**src/rtl/bbcdr_pkg.sv**
```systemverilog
package bbcdr_pkg;

   // Decision produced by the early/late detector for one symbol
   typedef enum logic [1:0] {
      DEC_HOLD = 2'b00,
      DEC_UP   = 2'b01,
      DEC_DN   = 2'b10
   } bbcdr_dec_e;

   // Early/late rule: only a toggle of the data carries timing information.
   function automatic bbcdr_dec_e bbcdr_decide(input logic cur, input logic prev,
                                               input logic edge_bit);
      bbcdr_dec_e d;
      if (cur == prev)           d = DEC_HOLD;
      else if (edge_bit == cur)  d = DEC_UP;
      else                       d = DEC_DN;
      return d;
   endfunction

endpackage

```
**src/rtl/bbcdr_pd.sv**
```systemverilog
module bbcdr_pd
   import bbcdr_pkg::*;
(
   input  logic clk,
   input  logic rst,
   input  logic vld,
   input  logic data_bit,
   input  logic edge_bit,
   output logic up,
   output logic dn,
   output logic rec
);

   logic       prev_q;
   logic       have_prev_q;
   bbcdr_dec_e dec;

   always_comb begin
      dec = bbcdr_decide(data_bit, prev_q, edge_bit);
      if (!vld || !have_prev_q) dec = DEC_HOLD;
   end

   always_ff @(posedge clk) begin
      if (rst) begin
         prev_q      <= 1'b0;
         have_prev_q <= 1'b0;
         rec         <= 1'b0;
         up          <= 1'b0;
         dn          <= 1'b0;
      end else begin
         up <= (dec == DEC_UP);
         dn <= (dec == DEC_DN);
         if (vld) begin
            prev_q      <= data_bit;
            have_prev_q <= 1'b1;
            rec         <= data_bit;
         end
      end
   end

endmodule

```
**src/rtl/bbcdr_integ.sv**
```systemverilog
module bbcdr_integ #(
   parameter int ACC_W = 8,
   localparam int THR_W = ACC_W - 1
) (
   input  logic             clk,
   input  logic             rst,
   input  logic             up,
   input  logic             dn,
   input  logic [THR_W-1:0] thresh,
   output logic             step_up,
   output logic             step_dn
);

   logic signed [ACC_W-1:0] acc_q, acc_d;
   logic signed [ACC_W-1:0] lim_pos, lim_neg;
   logic [THR_W-1:0]        eff_thr;
   logic                    su_d, sd_d;

   always_comb begin
      eff_thr = (thresh == '0) ? THR_W'(1) : thresh;
      lim_pos = $signed({1'b0, eff_thr});
      lim_neg = -lim_pos;
   end

   always_comb begin
      acc_d = acc_q;
      su_d  = 1'b0;
      sd_d  = 1'b0;
      if (up && !dn) begin
         if (acc_q + 1 >= lim_pos) begin
            su_d  = 1'b1;
            acc_d = '0;
         end else begin
            acc_d = acc_q + 1;
         end
      end else if (dn && !up) begin
         if (acc_q - 1 <= lim_neg) begin
            sd_d  = 1'b1;
            acc_d = '0;
         end else begin
            acc_d = acc_q - 1;
         end
      end
   end

   always_ff @(posedge clk) begin
      if (rst) begin
         acc_q   <= '0;
         step_up <= 1'b0;
         step_dn <= 1'b0;
      end else begin
         acc_q   <= acc_d;
         step_up <= su_d;
         step_dn <= sd_d;
      end
   end

endmodule

```
**src/rtl/bbcdr_phase.sv**
```systemverilog
module bbcdr_phase #(
   parameter int PHASE_W = 6
) (
   input  logic               clk,
   input  logic               rst,
   input  logic               step_up,
   input  logic               step_dn,
   output logic [PHASE_W-1:0] code
);

   // Modulo arithmetic is implicit in the register width.
   always_ff @(posedge clk) begin
      if (rst)                      code <= '0;
      else if (step_up && !step_dn) code <= code + 1'b1;
      else if (step_dn && !step_up) code <= code - 1'b1;
   end

endmodule

```
**src/rtl/bbcdr_core.sv**
```systemverilog
module bbcdr_core #(
   parameter int PHASE_W = 6,
   parameter int ACC_W   = 8,
   localparam int THR_W  = ACC_W - 1
) (
   input  logic               clk,
   input  logic               rst,
   input  logic               smp_vld,
   input  logic               smp_data,
   input  logic               smp_edge,
   input  logic [THR_W-1:0]   thresh,
   output logic               pd_up,
   output logic               pd_dn,
   output logic               rec_data,
   output logic [PHASE_W-1:0] phase_code
);

   if (PHASE_W < 2 || PHASE_W > 16) begin : g_bad_phase_w
      $error("bbcdr_core: PHASE_W must be within 2..16");
   end
   if (ACC_W < 3 || ACC_W > 24) begin : g_bad_acc_w
      $error("bbcdr_core: ACC_W must be within 3..24");
   end

   logic step_up, step_dn;

   bbcdr_pd pd_i (
      .clk      (clk),
      .rst      (rst),
      .vld      (smp_vld),
      .data_bit (smp_data),
      .edge_bit (smp_edge),
      .up       (pd_up),
      .dn       (pd_dn),
      .rec      (rec_data)
   );

   bbcdr_integ #(.ACC_W(ACC_W)) integ_i (
      .clk     (clk),
      .rst     (rst),
      .up      (pd_up),
      .dn      (pd_dn),
      .thresh  (thresh),
      .step_up (step_up),
      .step_dn (step_dn)
   );

   bbcdr_phase #(.PHASE_W(PHASE_W)) phase_i (
      .clk     (clk),
      .rst     (rst),
      .step_up (step_up),
      .step_dn (step_dn),
      .code    (phase_code)
   );

endmodule

```
**config.mk**
```make
export PLATFORM = sky130hd
export DESIGN_NAME = bbcdr_core
export DESIGN_NICKNAME = d
export VERILOG_FILES = /design/src/rtl/bbcdr_pkg.sv /design/src/rtl/bbcdr_pd.sv /design/src/rtl/bbcdr_integ.sv /design/src/rtl/bbcdr_phase.sv /design/src/rtl/bbcdr_core.sv
export SDC_FILE = /design/constraint.sdc
export NUM_CORES = 1
export LEC_CHECK = 0
export ABC_AREA = 1
export BUFFER_PORTS_ARGS = -buffer_cell sky130_fd_sc_hd__buf_2
export CAP_MARGIN = 30
export CORE_MARGIN = 2
export CORE_UTILIZATION = 61
export CTS_BUF_LIST = sky130_fd_sc_hd__clkbuf_4
export CTS_CLUSTER_DIAMETER = 200
export CTS_CLUSTER_SIZE = 14
export DETAILED_ROUTE_END_ITERATION = 8
export MAX_ROUTING_LAYER = met4
export PLACE_DENSITY = 0.88
export SYNTH_ARGS = -nofsm -noshare
export SYNTH_HDL_FRONTEND = slang
export SYNTH_SLANG_ARGS = --single-unit
```
**constraint.sdc**
```tcl
create_clock -name clk -period 3 [get_ports clk]
set_input_delay 0.6 -clock clk [delete_from_list [all_inputs] [get_ports clk]]
set_output_delay 0.6 -clock clk [all_outputs]
set_load 0.01 [all_outputs]
```
## Word level (Yosys, flattened, before mapping)

Index checks and enable logic that the tools add are counted.
W data, S select, Z words.

- Reductions and logical operators: 16
- Bitwise gates (word level): 2
- $lt $le $gt $ge: 2
- Muxes and demuxes: 12
- Eq/ne operators: 4
- Add/subtract/negate cells: 5

Operators by type and width:

| cell | number |
|---|---|
| $ge A32 B8 Y1 | 1 |
| $mux W8 | 4 |
| $mux W6 | 2 |
| $add A8 B2 Y9 const B | 1 |
| $le A9 B8 Y1 | 1 |
| $sub A8 B2 Y9 const B | 1 |
| $neg A7 Y8 | 1 |
| $logic_not A7 Y1 | 1 |
| $mux W7 | 1 |
| $add A6 B1 Y6 const B | 1 |
| $logic_not A1 Y1 | 6 |
| $mux W2 | 3 |
| $sub A6 B1 Y6 const B | 1 |
| $logic_and A1 B1 Y1 | 4 |
| $reduce_bool A2 Y1 | 2 |
| $reduce_or A3 Y1 | 1 |
| $eq A1 B1 Y1 | 2 |
| $eq A2 B1 Y1 const B | 1 |
| $eq A2 B2 Y1 const B | 1 |
| $mux W1 | 2 |
| $not A1 Y1 | 2 |
| $reduce_or A2 Y1 | 1 |
| $logic_or A1 B1 Y1 | 1 |

- Logic and storage cells: 49
- Flip-flop bits (word level): 20
- Input bits: 12

## Logic depth before layout (Yosys ltp)

Gate-level depths: netlist (run 1).

- Word-level depth: 7
- Gate-level depth with buffers: 21
- Depth with buffers taken out: 21

## Hierarchy

From an unflattened synthesis (run 1), not the netlist that was laid out.

- Cells, all modules: 299
- Area total of the unflattened synthesis: 1,941.9 um^2

Modules (own cells, without submodules):

| module | cells each | instances | seq. area each (um^2) | area each (um^2) |
|---|---|---|---|---|
| bbcdr_integ | 216 | 1 | 200.2 | 1,357.6 |
| bbcdr_phase | 63 | 1 | 120.1 | 430.4 |
| bbcdr_pd | 20 | 1 | 80.1 | 153.9 |

## Worst setup path after synthesis (run 1)

No wires, ideal clock.

- Path type: input to register
- Start: input port thresh[6]
- End: register integ_i.acc_q[1]
- Data required time: 2.891 ns
- Cell stages on the path: 19
- Buffers on the path: 0
- Library setup time: 0.109 ns
- Data arrival time: 2.517 ns
- Setup slack: 0.374 ns
- Cell sequence: inv_1 -> nand2_1 -> inv_1 -> a21oi_1 -> ha_1 -> nand2_1 -> o31ai_1 -> o21ai_0 -> ha_1 -> a21oi_1 -> nor2_1 -> nor2_1 -> nand3_1 -> nand2_1 -> nand2_1 -> nand3_1 -> nand3_1 -> nand2_1 -> inv_1

- Longest elaborated chain between the ends: 7
- Elaborated cells on any way between the ends: 9

RTL lines:

| element | RTL line | RTL |
|---|---|---|
| start, declared | bbcdr_core.sv:11 | `input logic [THR_W-1:0] thresh,` |
| $logic_not A7 Y1 | bbcdr_integ.sv:20 | `eff_thr = (thresh == '0) ? THR_W'(1) : thresh;` |
| $mux W7 (*) | bbcdr_integ.sv:20 |  |
| $neg A7 Y8 | bbcdr_integ.sv:22 | `lim_neg = -lim_pos;` |
| $le A9 B8 Y1 | bbcdr_integ.sv:37 | `if (acc_q - 1 <= lim_neg) begin` |
| $mux W8 | bbcdr_integ.sv:37 |  |
| $mux W8 | bbcdr_integ.sv:36 | `end else if (dn && !up) begin` |
| $mux W8 (*) | bbcdr_integ.sv:29 | `if (up && !dn) begin` |
| end signal, assigned | bbcdr_integ.sv:48 | `acc_q <= '0;` |
| end signal, assigned | bbcdr_integ.sv:52 | `acc_q <= acc_d;` |
| end, declared | bbcdr_integ.sv:14 | `logic signed [ACC_W-1:0] acc_q, acc_d;` |

Every way passes the cells marked *; elsewhere a longest branch is shown, timed or not. The select of a mux whose other input is x is not followed.
A chain may end at the register's enable or synchronous reset.

## Final worst setup path (run 1)

- Start: input port thresh[5]
- End: register integ_i.acc_q[1]

Same word-level chain as after synthesis.

==> results of run 1 <==
[per-stage QoR]
stage	worst slack, ns	util [%]	instances
finish	0.3518	68.75	341
CTS	0.2931	68.67	341
global placement	0.09958	66.92	337
floorplan	0.3740	-	287
detailed placement	-0.01074	66.92	337
global route	0.04164	68.75	341
[critical path, cell delays in order]
cell,delay [ns]
buf_2,0.12
nor2_1,0.06
nand2_1,0.06
inv_1,0.04
a21oi_1,0.19
ha_1,0.21
nand2_1,0.10
o31ai_1,0.18
o21ai_0,0.13
ha_1,0.31
nand2_1,0.06
nor2_1,0.15
nand3b_1,0.10
nand3_1,0.09
nand2_1,0.07
nand2_2,0.13
nand3_1,0.10
nand3_1,0.10
nand2_1,0.05
inv_1,0.05
[synth_stat cells (all sizes together)]
cell type,count,share of area (%)
a21o,1,0.40
a21oi,20,5.5
buf,3,1.3
clkbuf,2,0.93
conb,1,0.20
dfxtp,20,21
fa,1,1.1
ha,25,17
inv,56,11
nand2,58,12
nand3,24,7.3
nand3b,1,0.40
nand4,4,1.3
nor2,37,7.9
nor3,1,0.26
o21ai,11,2.9
o31ai,2,0.79
or2,1,0.33
xnor2,3,1.4
xor2,15,6.9
[cells by family (layout without fill, tap and decap cells)]
logic type      count (synthesis)  in the layout  synth area share [%]
fa+ha+maj                      26             26                 17.60
buf+inv                        61             82                 13.30
xor+xnor                       18             18                 8.339
simple gates                  126            126                 29.78
compound gates                 34             34                 9.596
other cells                     1              2                0.1984
flops                          20             20                 21.18
[repair_timing]
item / in CTS / in global routing
endpoints found under the setup margin: 0 / 4
hold endpoints to repair: 0 / 0
resized for setup: 0 / 1
[final cells by class]
| type | count | area (µm²) |
|---|---|---|
| clock buffer | 3 | 22.52 |
| clock inverter | 1 | 30.03 |
| fill | 260 | 938.4 |
| inverter | 56 | 210.2 |
| multi-input combinational | 206 | 1245 |
| sequential | 20 | 400.4 |
| tap | 33 | 41.29 |
| timing repair buffer | 22 | 115.1 |
[worst max-delay path by stage]
stage / from / end / slack [ns] / cells after the start
after CTS: thresh[5] / integ_i.acc_q[1] / 0.29 / 20
after global placement: thresh[5] / integ_i.acc_q[1] / 0.1 / 20
after detailed placement: thresh[5] / integ_i.acc_q[4] / -0.01 / 20
after floorplan: thresh[6] / integ_i.acc_q[1] / 0.37 / 19
after global routing: thresh[5] / integ_i.acc_q[1] / 0.04 / 20
final: thresh[5] / integ_i.acc_q[1] / 0.35 / 20
[power by group through the flow]
stage                     clock (µW)  sequential, µW  combinational [µW]
after floorplan                    0             288                 195
after global placement             0             288                 246
after detailed placement           0             289                 252
after CTS                        223             283                 253
after global routing             233             284                 299
final                            221             283                 258
[state kept, by name (all words and copies together) (netlist names)]
signal / flops
integ_i.step_dn: 1
integ_i.acc_q: 8
phase_i.code: 6
integ_i.step_up: 1
pd_i.have_prev_q: 1
pd_i.rec: 1
pd_i.dn: 1
pd_i.up: 1
[per-layer routing]
metal  wire [µm]  vias to the layer above
met3         131                        9
li1            -                      939
met1        1727                      798
met2        1931                       39
met4          53                        0
met5           0                        -
[placed cells by master (no fill, tap or decap), types with 11 or more instances in the layout]
master and count:
a21oi_1 19, buf_2 20, dfxtp_1 20, ha_1 25, inv_1 56, nand2_1 53
nand3_1 22, nor2_1 35, o21ai_0 11, xor2_1 15
==> impl_metrics.tcl, run 1 <==
set metrics [dict create \
    p_int_uw 509.3 \
    drt_iter0_markers 68 \
    grt_busiest_layer "met2" \
    hold_ws_ns 0.4833 \
    hold_end "pd_i.have_prev_q" \
    drcViolationCount 0 \
    slew_violations 0 \
    power_frac_comb_pct 33.9 \
    hold_buffers 0 \
    postCtsSetupBuffers 0 \
    core_area_mm2 0.003003 \
    whs_path_depth 2 \
    synth_seq_area_share_pct 21.18 \
    setup_tns_ns 0 \
    ir_worst_vdd_mv 0.4245 \
    crit_path_start_kind "primary input" \
    finalSetupViolations 0 \
    cp.required_ns 3.26 \
    crit_type "in2reg" \
    antenna_found_initial 0 \
    maxCapViolCount 0 \
    clock-root-buffer "clkbuf_4" \
    leakage_uw 0.001132 \
    wirelength_mm 3.844 \
    status "completed" \
    cts-buffers-inserted 3 \
    cp_max_fo 7 \
    dpl_cell_area_mm2 0.002009 \
    min_from "pd_i.have_prev_q" \
    fin_worst_skew_ns 0.002405 \
    clockBufferDepth 2 \
    cts_tree "built" \
    clkTransAtPathRegs_ns 0.11 \
    drt.antenna.violating_nets 0 \
    power_density_mw_per_mm2 369.1 \
    rows 20 \
    reg2reg_to "integ_i.acc_q[1]" \
    start_util_pct 62.96 \
    io_pins 21 \
    grt_max_degree 17 \
    reg2reg_depth 16 \
    vias 1785 \
    synth.distinct_cells 30 \
    clkPwrFrac_pct 29.0 \
    syn_inst 286 \
    use_met2_pct 43.01 \
    track_usage_pct 23.84 \
    total_power_uw 762.0 \
    r2r_slack_ns 0.59 \
    wire_per_inst_um 11.27 \
    critPathCaptureType "flip-flop" \
    io_buffers 20 \
    fin_crit_ns 2.648 \
    area_growth_pct 9.199 \
    grt.overflow.total 0 \
    dieWidth_um 59.67 \
    swShare_pct 33.16 \
    numClockSinks 20 \
    min_path_type "reg2reg" \
    dieArea_mm2 0.003561 \
    place_hpwl_mm 3.194 \
    diodes 0 \
    arrival_ns 2.91 \
    viasPerCell 5.235 \
    r2r_start "integ_i.acc_q[1]" \
    syn_area_mm2 0.001891 \
    clock_latency_ns 0.31 \
    max_freq_mhz 377.6 \
    period_share_pct 88.27 \
    ctsHtreeMaxLevel 1 \
    rsz0062_at_grt "false" \
    met1_usage_pct 27.41 \
    use_met3_pct 1.948 \
    hold_violations 0 \
    final_area_mm2 0.002064 \
    gp_congestion 0.9196 \
    layout.nets 347 \
    grt_first_pass_wirelength_mm 6.430 \
    avgSynthCellArea_um2 6.610 \
    netSwitchingPower_uw 252.7 \
    die_h_um 59.67 \
    dr.pass1.iters 5 \
    grt_pass1_vias 1606 \
    p_seq_share_pct 37.1 \
    post_route_cells_drive_above_1_share_pct 12.01 \
    yosys_warnings 0 \
    synth-seq-cells 20 \
]
Note: power is estimated with default switching activity, not from simulation.
==> run 2, diff against run 1 <==
Settings changed: CORE_UTILIZATION 61 to 62, PLACE_DENSITY 0.88 to 0.89.
Clock period 3 ns to 3.15 ns, I/O delays scaled along.
==> impl_metrics.tcl, run 2 (synthesized netlist as in run 1, its figures left out) <==
set metrics [dict create \
    period_share_pct 90.13 \
    layout.nets 345 \
    status "completed" \
    cp.required_ns 3.42 \
    dpl_cell_area_mm2 0.001994 \
    reg2reg_to "integ_i.acc_q[5]" \
    final_area_mm2 0.002021 \
    dieArea_mm2 0.003507 \
    fin_worst_skew_ns 0.005817 \
    viasPerCell 5.174 \
    gp_congestion 0.9423 \
    cts_resized 0 \
    area_growth_pct 6.883 \
    crit_path_start_kind "primary input" \
    core_area_mm2 0.002978 \
    place_ws_ns 0.01067 \
    drt.antenna.violating_nets 0 \
    grt_max_degree 17 \
    maxCapViolCount 0 \
    hold_end "pd_i.have_prev_q" \
    fin_util_pct 67.86 \
    layout_common_cells "inv_1, nand2_1, nor2_1" \
    whs_path_depth 2 \
    cts-buffers-inserted 3 \
    post_route_cells_drive_above_1_share_pct 10.78 \
    wirelength_mm 3.878 \
    finalSetupViolations 0 \
    drcViolationCount 0 \
    largest_reg_flops 8 \
    die_h_um 59.22 \
    min_from "pd_i.have_prev_q" \
    crit_type "in2reg" \
    drt_iter0_markers 70 \
    clock-root-buffer "clkbuf_4" \
    vias 1754 \
    io_buffers 20 \
    rsz0062_at_grt "false" \
    slew_violations 0 \
    cp_max_fo 7 \
    top_register "integ_i.acc_q" \
    postCtsSetupBuffers 0 \
    start_util_pct 63.49 \
    leakage_uw 0.001110 \
    min_path_type "reg2reg" \
    setup_slack_ns 0.3108 \
    setup_tns_ns 0 \
    arrival_ns 3.11 \
    numClockSinks 20 \
    io_pins 21 \
    layout_commonest_cell "inv_1" \
    critPathCaptureType "flip-flop" \
    max_freq_mhz 352.2 \
    ctsHtreeMaxLevel 1 \
    total_power_uw 641.2 \
    antenna_found_initial 0 \
    place_hpwl_mm 3.227 \
    ir_worst_vdd_mv 0.2564 \
    clkTransAtPathRegs_ns 0.11 \
    dieWidth_um 59.22 \
    rows 20 \
    dr.pass1.iters 4 \
    grt_pass1_vias 1697 \
    r2r_start "integ_i.acc_q[0]" \
    r2r_slack_ns 0.54 \
    hold_violations 0 \
    fin_crit_ns 2.839 \
    cts_tree "built" \
    reg2reg_depth 16 \
    grt_first_pass_wirelength_mm 6.810 \
    clock_latency_ns 0.32 \
    reg_top3 "integ_i.acc_q (8), phase_i.code (6)" \
    clockBufferDepth 2 \
    power_density_mw_per_mm2 317.3 \
    diodes 0 \
    grt.overflow.total 0 \
    fillers 281 \
    track_usage_pct 25.63 \
    wire_per_inst_um 11.44 \
    hold_buffers 0 \
]
run 2: changes by cell type in the layout (fill, tap and decap cells not counted):
| cell | previous run | this run |
|---|---|---|
| buf_4 | 2 | 0 |
| bufinv_16 | 1 | 0 |
| clkinv_1 | 0 | 1 |
| nand2_1 | 53 | 54 |
| nand2_2 | 4 | 3 |
run 2: worst max-delay path, stage by stage:
cell      delay, ns
buf_2          0.12
nor2_1         0.05
nand2_1        0.06
inv_1          0.04
a21oi_1        0.24
ha_1           0.23
nand2_1        0.11
o31ai_1        0.24
o21ai_0        0.14
ha_1           0.31
nand2_1        0.06
nor2_1         0.14
nand3b_1       0.09
nand3_1        0.08
nand2_1        0.06
nand2_1        0.18
nand3_1        0.11
nand3_1        0.11
nand2_1        0.06
inv_1          0.05
run 2: worst max path at each step:
stage	start	end	slack [ns]	cells past startpoint
final	thresh[5]	integ_i.acc_q[5]	0.31	20
after global routing	thresh[2]	integ_i.acc_q[6]	0.10	20
after CTS	thresh[5]	integ_i.acc_q[5]	0.34	20
after detailed placement	thresh[5]	integ_i.acc_q[5]	0.01	20
after global placement	thresh[5]	integ_i.acc_q[2]	0.16	20
after floorplan	thresh[6]	integ_i.acc_q[1]	0.49	19
run 2: layout make-up:
cell class                 count  area [µm²]  area share [%]
clock buffer                   3       22.52           1.115
clock inverter                 1       3.754          0.1858
inverter                      56       210.2           10.40
multi-input combinational    206        1242           61.49
sequential                    20       400.4           19.81
tap                           33       41.29           2.043
timing repair buffer          20       100.1           4.954
run 2: stage by stage:
stage               cells  hold WS (ns)
finish                339        0.4833
detailed placement    335        0.4635
global route          339        0.5172
global placement      335        0.4518
CTS                   339        0.4853
floorplan             287        0.4343
run 2: where the power goes:
part | internal [µW] | leakage (µW) | switching [µW]
sequential | 261 | 0.000162 | 9.64
clock | 46.5 | 0.0000154 | 81.7
combinational | 93.0 | 0.000932 | 150
run 2: per-layer routing:
layer	part of all wire [%]	GRT usage (%)	up-vias
li1	-	-	930
met1	44	28.67	777
met2	49	46.62	40
met3	4.8	3.057	7
met4	2.2	8.442	0
met5	0	-	-
==> run 3, diff against run 2 <==
Settings changed: CORE_UTILIZATION 62 to 55, PLACE_DENSITY 0.89 to 0.81, RECOVER_POWER set to 100.
==> impl_metrics.tcl, run 3 (synthesized netlist as in run 1, its figures left out) <==
set metrics [dict create \
    status "completed" \
    dieArea_mm2 0.003923 \
    postCtsSetupBuffers 0 \
    endpoint "integ_i.acc_q[1]" \
    crit_path_start_kind "primary input" \
    ctsHtreeMaxLevel 1 \
    die_h_um 62.63 \
    wire_per_inst_um 10.35 \
    dieWidth_um 62.63 \
    diodes 0 \
    crit_type "in2reg" \
    grt_pass1_vias 1676 \
    vias 1744 \
    numClockSinks 20 \
    start_util_pct 57.11 \
    clockBufferDepth 2 \
    whs_path_depth 2 \
    clkPwrFrac_pct 29.0 \
    period_share_pct 85.16 \
    slew_violations 0 \
    clock_latency_ns 0.31 \
    wirelength_mm 3.643 \
    r2r_start "integ_i.acc_q[0]" \
    largest_reg_flops 8 \
    path_common_cell "nand2_1" \
    rsz0062_at_grt "false" \
    min_path_type "reg2reg" \
    min_from "pd_i.have_prev_q" \
    antenna_found_initial 0 \
    drcViolationCount 0 \
    netSwitchingPower_uw 239.6 \
    grt_busiest_layer "met2" \
    area_growth_pct 8.670 \
    cts_tree "built" \
    layout_commonest_cell "inv_1" \
    fin_worst_skew_ns 0.01187 \
    max_freq_mhz 372.8 \
    arrival_ns 2.94 \
    critPathCaptureType "flip-flop" \
    clkTransAtPathRegs_ns 0.12 \
    ir_worst_vdd_mv 0.2727 \
    rows 21 \
    reg2reg_to "integ_i.acc_q[1]" \
    grt.overflow.total 0 \
    setup_tns_ns 0 \
    power_frac_comb_pct 33.6 \
    gp_congestion 0.9167 \
    use_met2_pct 38.58 \
    relSlewSlack_pct 54.11 \
    core_area_mm2 0.003311 \
    drt_iter0_markers 68 \
    top_register "integ_i.acc_q" \
    clock-root-buffer "clkbuf_4" \
    critical_path.slowest_cell "ha_1" \
    finalSetupViolations 0 \
    worstSetupStartpoint "thresh[5]" \
    dr.pass1.iters 4 \
    worstPathCellList "buf_2 > nor2_1 > nand2_1 > inv_1 > a21oi_2 > ha_1 > nand2_1 > o31ai_1 > o21ai_0 > ha_1 > nand2_1 > nor2_1 > nand3b_1 > nand3_1 > nand2_1 > nand2_2 > nand3_1 > nand3_1 > nand2_1 > inv_1" \
    reg_top3 "integ_i.acc_q (8), phase_i.code (6)" \
    p_seq_share_pct 37.4 \
    cts-buffers-inserted 3 \
    cts_resized 0 \
    leakage_uw 0.001081 \
    track_usage_pct 21.06 \
    grt_first_pass_wirelength_mm 6.727 \
    hold_buffers 0 \
    fin_crit_ns 2.682 \
    power_density_mw_per_mm2 351.3 \
    io_pins 21 \
    cpPeakStageDelay_ns 0.30 \
    r2r_slack_ns 0.63 \
    layout.nets 345 \
    met1_usage_pct 24.02 \
    maxCapViolCount 0 \
    hold_ws_ns 0.4812 \
    use_met3_pct 2.523 \
    reg2reg_depth 16 \
    worstMarginPinSlew_ns 0.6884 \
    drt.antenna.violating_nets 0 \
    post_route_cells_drive_above_1_share_pct 8.170 \
    layout_common_cells "inv_1, nand2_1, nor2_1" \
    cp_max_fo 7 \
    place_hpwl_mm 3.036 \
    swShare_pct 33.19 \
    hold_violations 0 \
    cp_num_buf_inv 3 \
    io_buffers 20 \
    crit_cells 20 \
    p_int_uw 482.2 \
    grt_max_degree 17 \
    cp.required_ns 3.41 \
    viasPerCell 4.955 \
    crit_family "simple AND/OR/NAND/NOR gates" \
]
run 3: changes by cell type in the layout (fill, tap and decap cells not counted):
cell / change
buf_2: -10
clkbuf_1: +10
a21oi_1: -1
a21oi_2: +1
bufinv_16: +1
clkinv_1: -1
run 3: worst min-delay path: stages, from the launching register on:
cell and delay (ns):
dfxtp_1 0.33, nor2_1 0.08, nor2_1 0.04
run 3: how the worst min path moves through the flow:
stage	slack, ns	to
2_1_floorplan	0.43	pd_i.have_prev_q
3_3_place_gp	0.45	pd_i.have_prev_q
3_5_place_dp	0.46	pd_i.have_prev_q
4_1_cts	0.48	pd_i.have_prev_q
5_1_grt	0.51	pd_i.have_prev_q
6_report	0.48	pd_i.have_prev_q
run 3: final cells by class:
class                   instances  area, µm²
clock buffers                   3      22.52
clock inverters                 1      30.03
fillers                       341       1256
inverters                      56      210.2
multi-input cells             206       1246
flip-flops and latches         20      400.4
well taps                      46      57.56
repair buffers                 20      87.58
run 3: power groups by stage:
stage / logic (µW) / registers, µW / clock network (µW)
after global routing: 285 / 272 / 225
after global placement: 232 / 276 / 0
after floorplan: 186 / 274 / 0
after CTS: 240 / 270 / 213
after detailed placement: 238 / 276 / 0
final: 242 / 270 / 209
run 3: through the flow:
step / setup WS, ns / instance area (µm²) / std cells / power (µW) / utilization, %
floorplan: 0.4940 / 1894 / 287 / 460.5 / -
global placement: 0.1777 / 2011 / 348 / 508.1 / 60.73
detailed placement: 0.01368 / 2011 / 348 / 513.3 / 60.73
CTS: 0.3221 / 2063 / 352 / 722.4 / 62.32
global route: 0.07976 / 2054 / 352 / 781.7 / 62.06
finish: 0.4676 / 2054 / 352 / 721.8 / 62.06
run 3: per-layer routing:
metal / routed length, µm / up-vias
li1: - / 932
met1: 1639 / 763
met2: 1800 / 42
met3: 154 / 7
met4: 49 / 0
met5: 0 / -
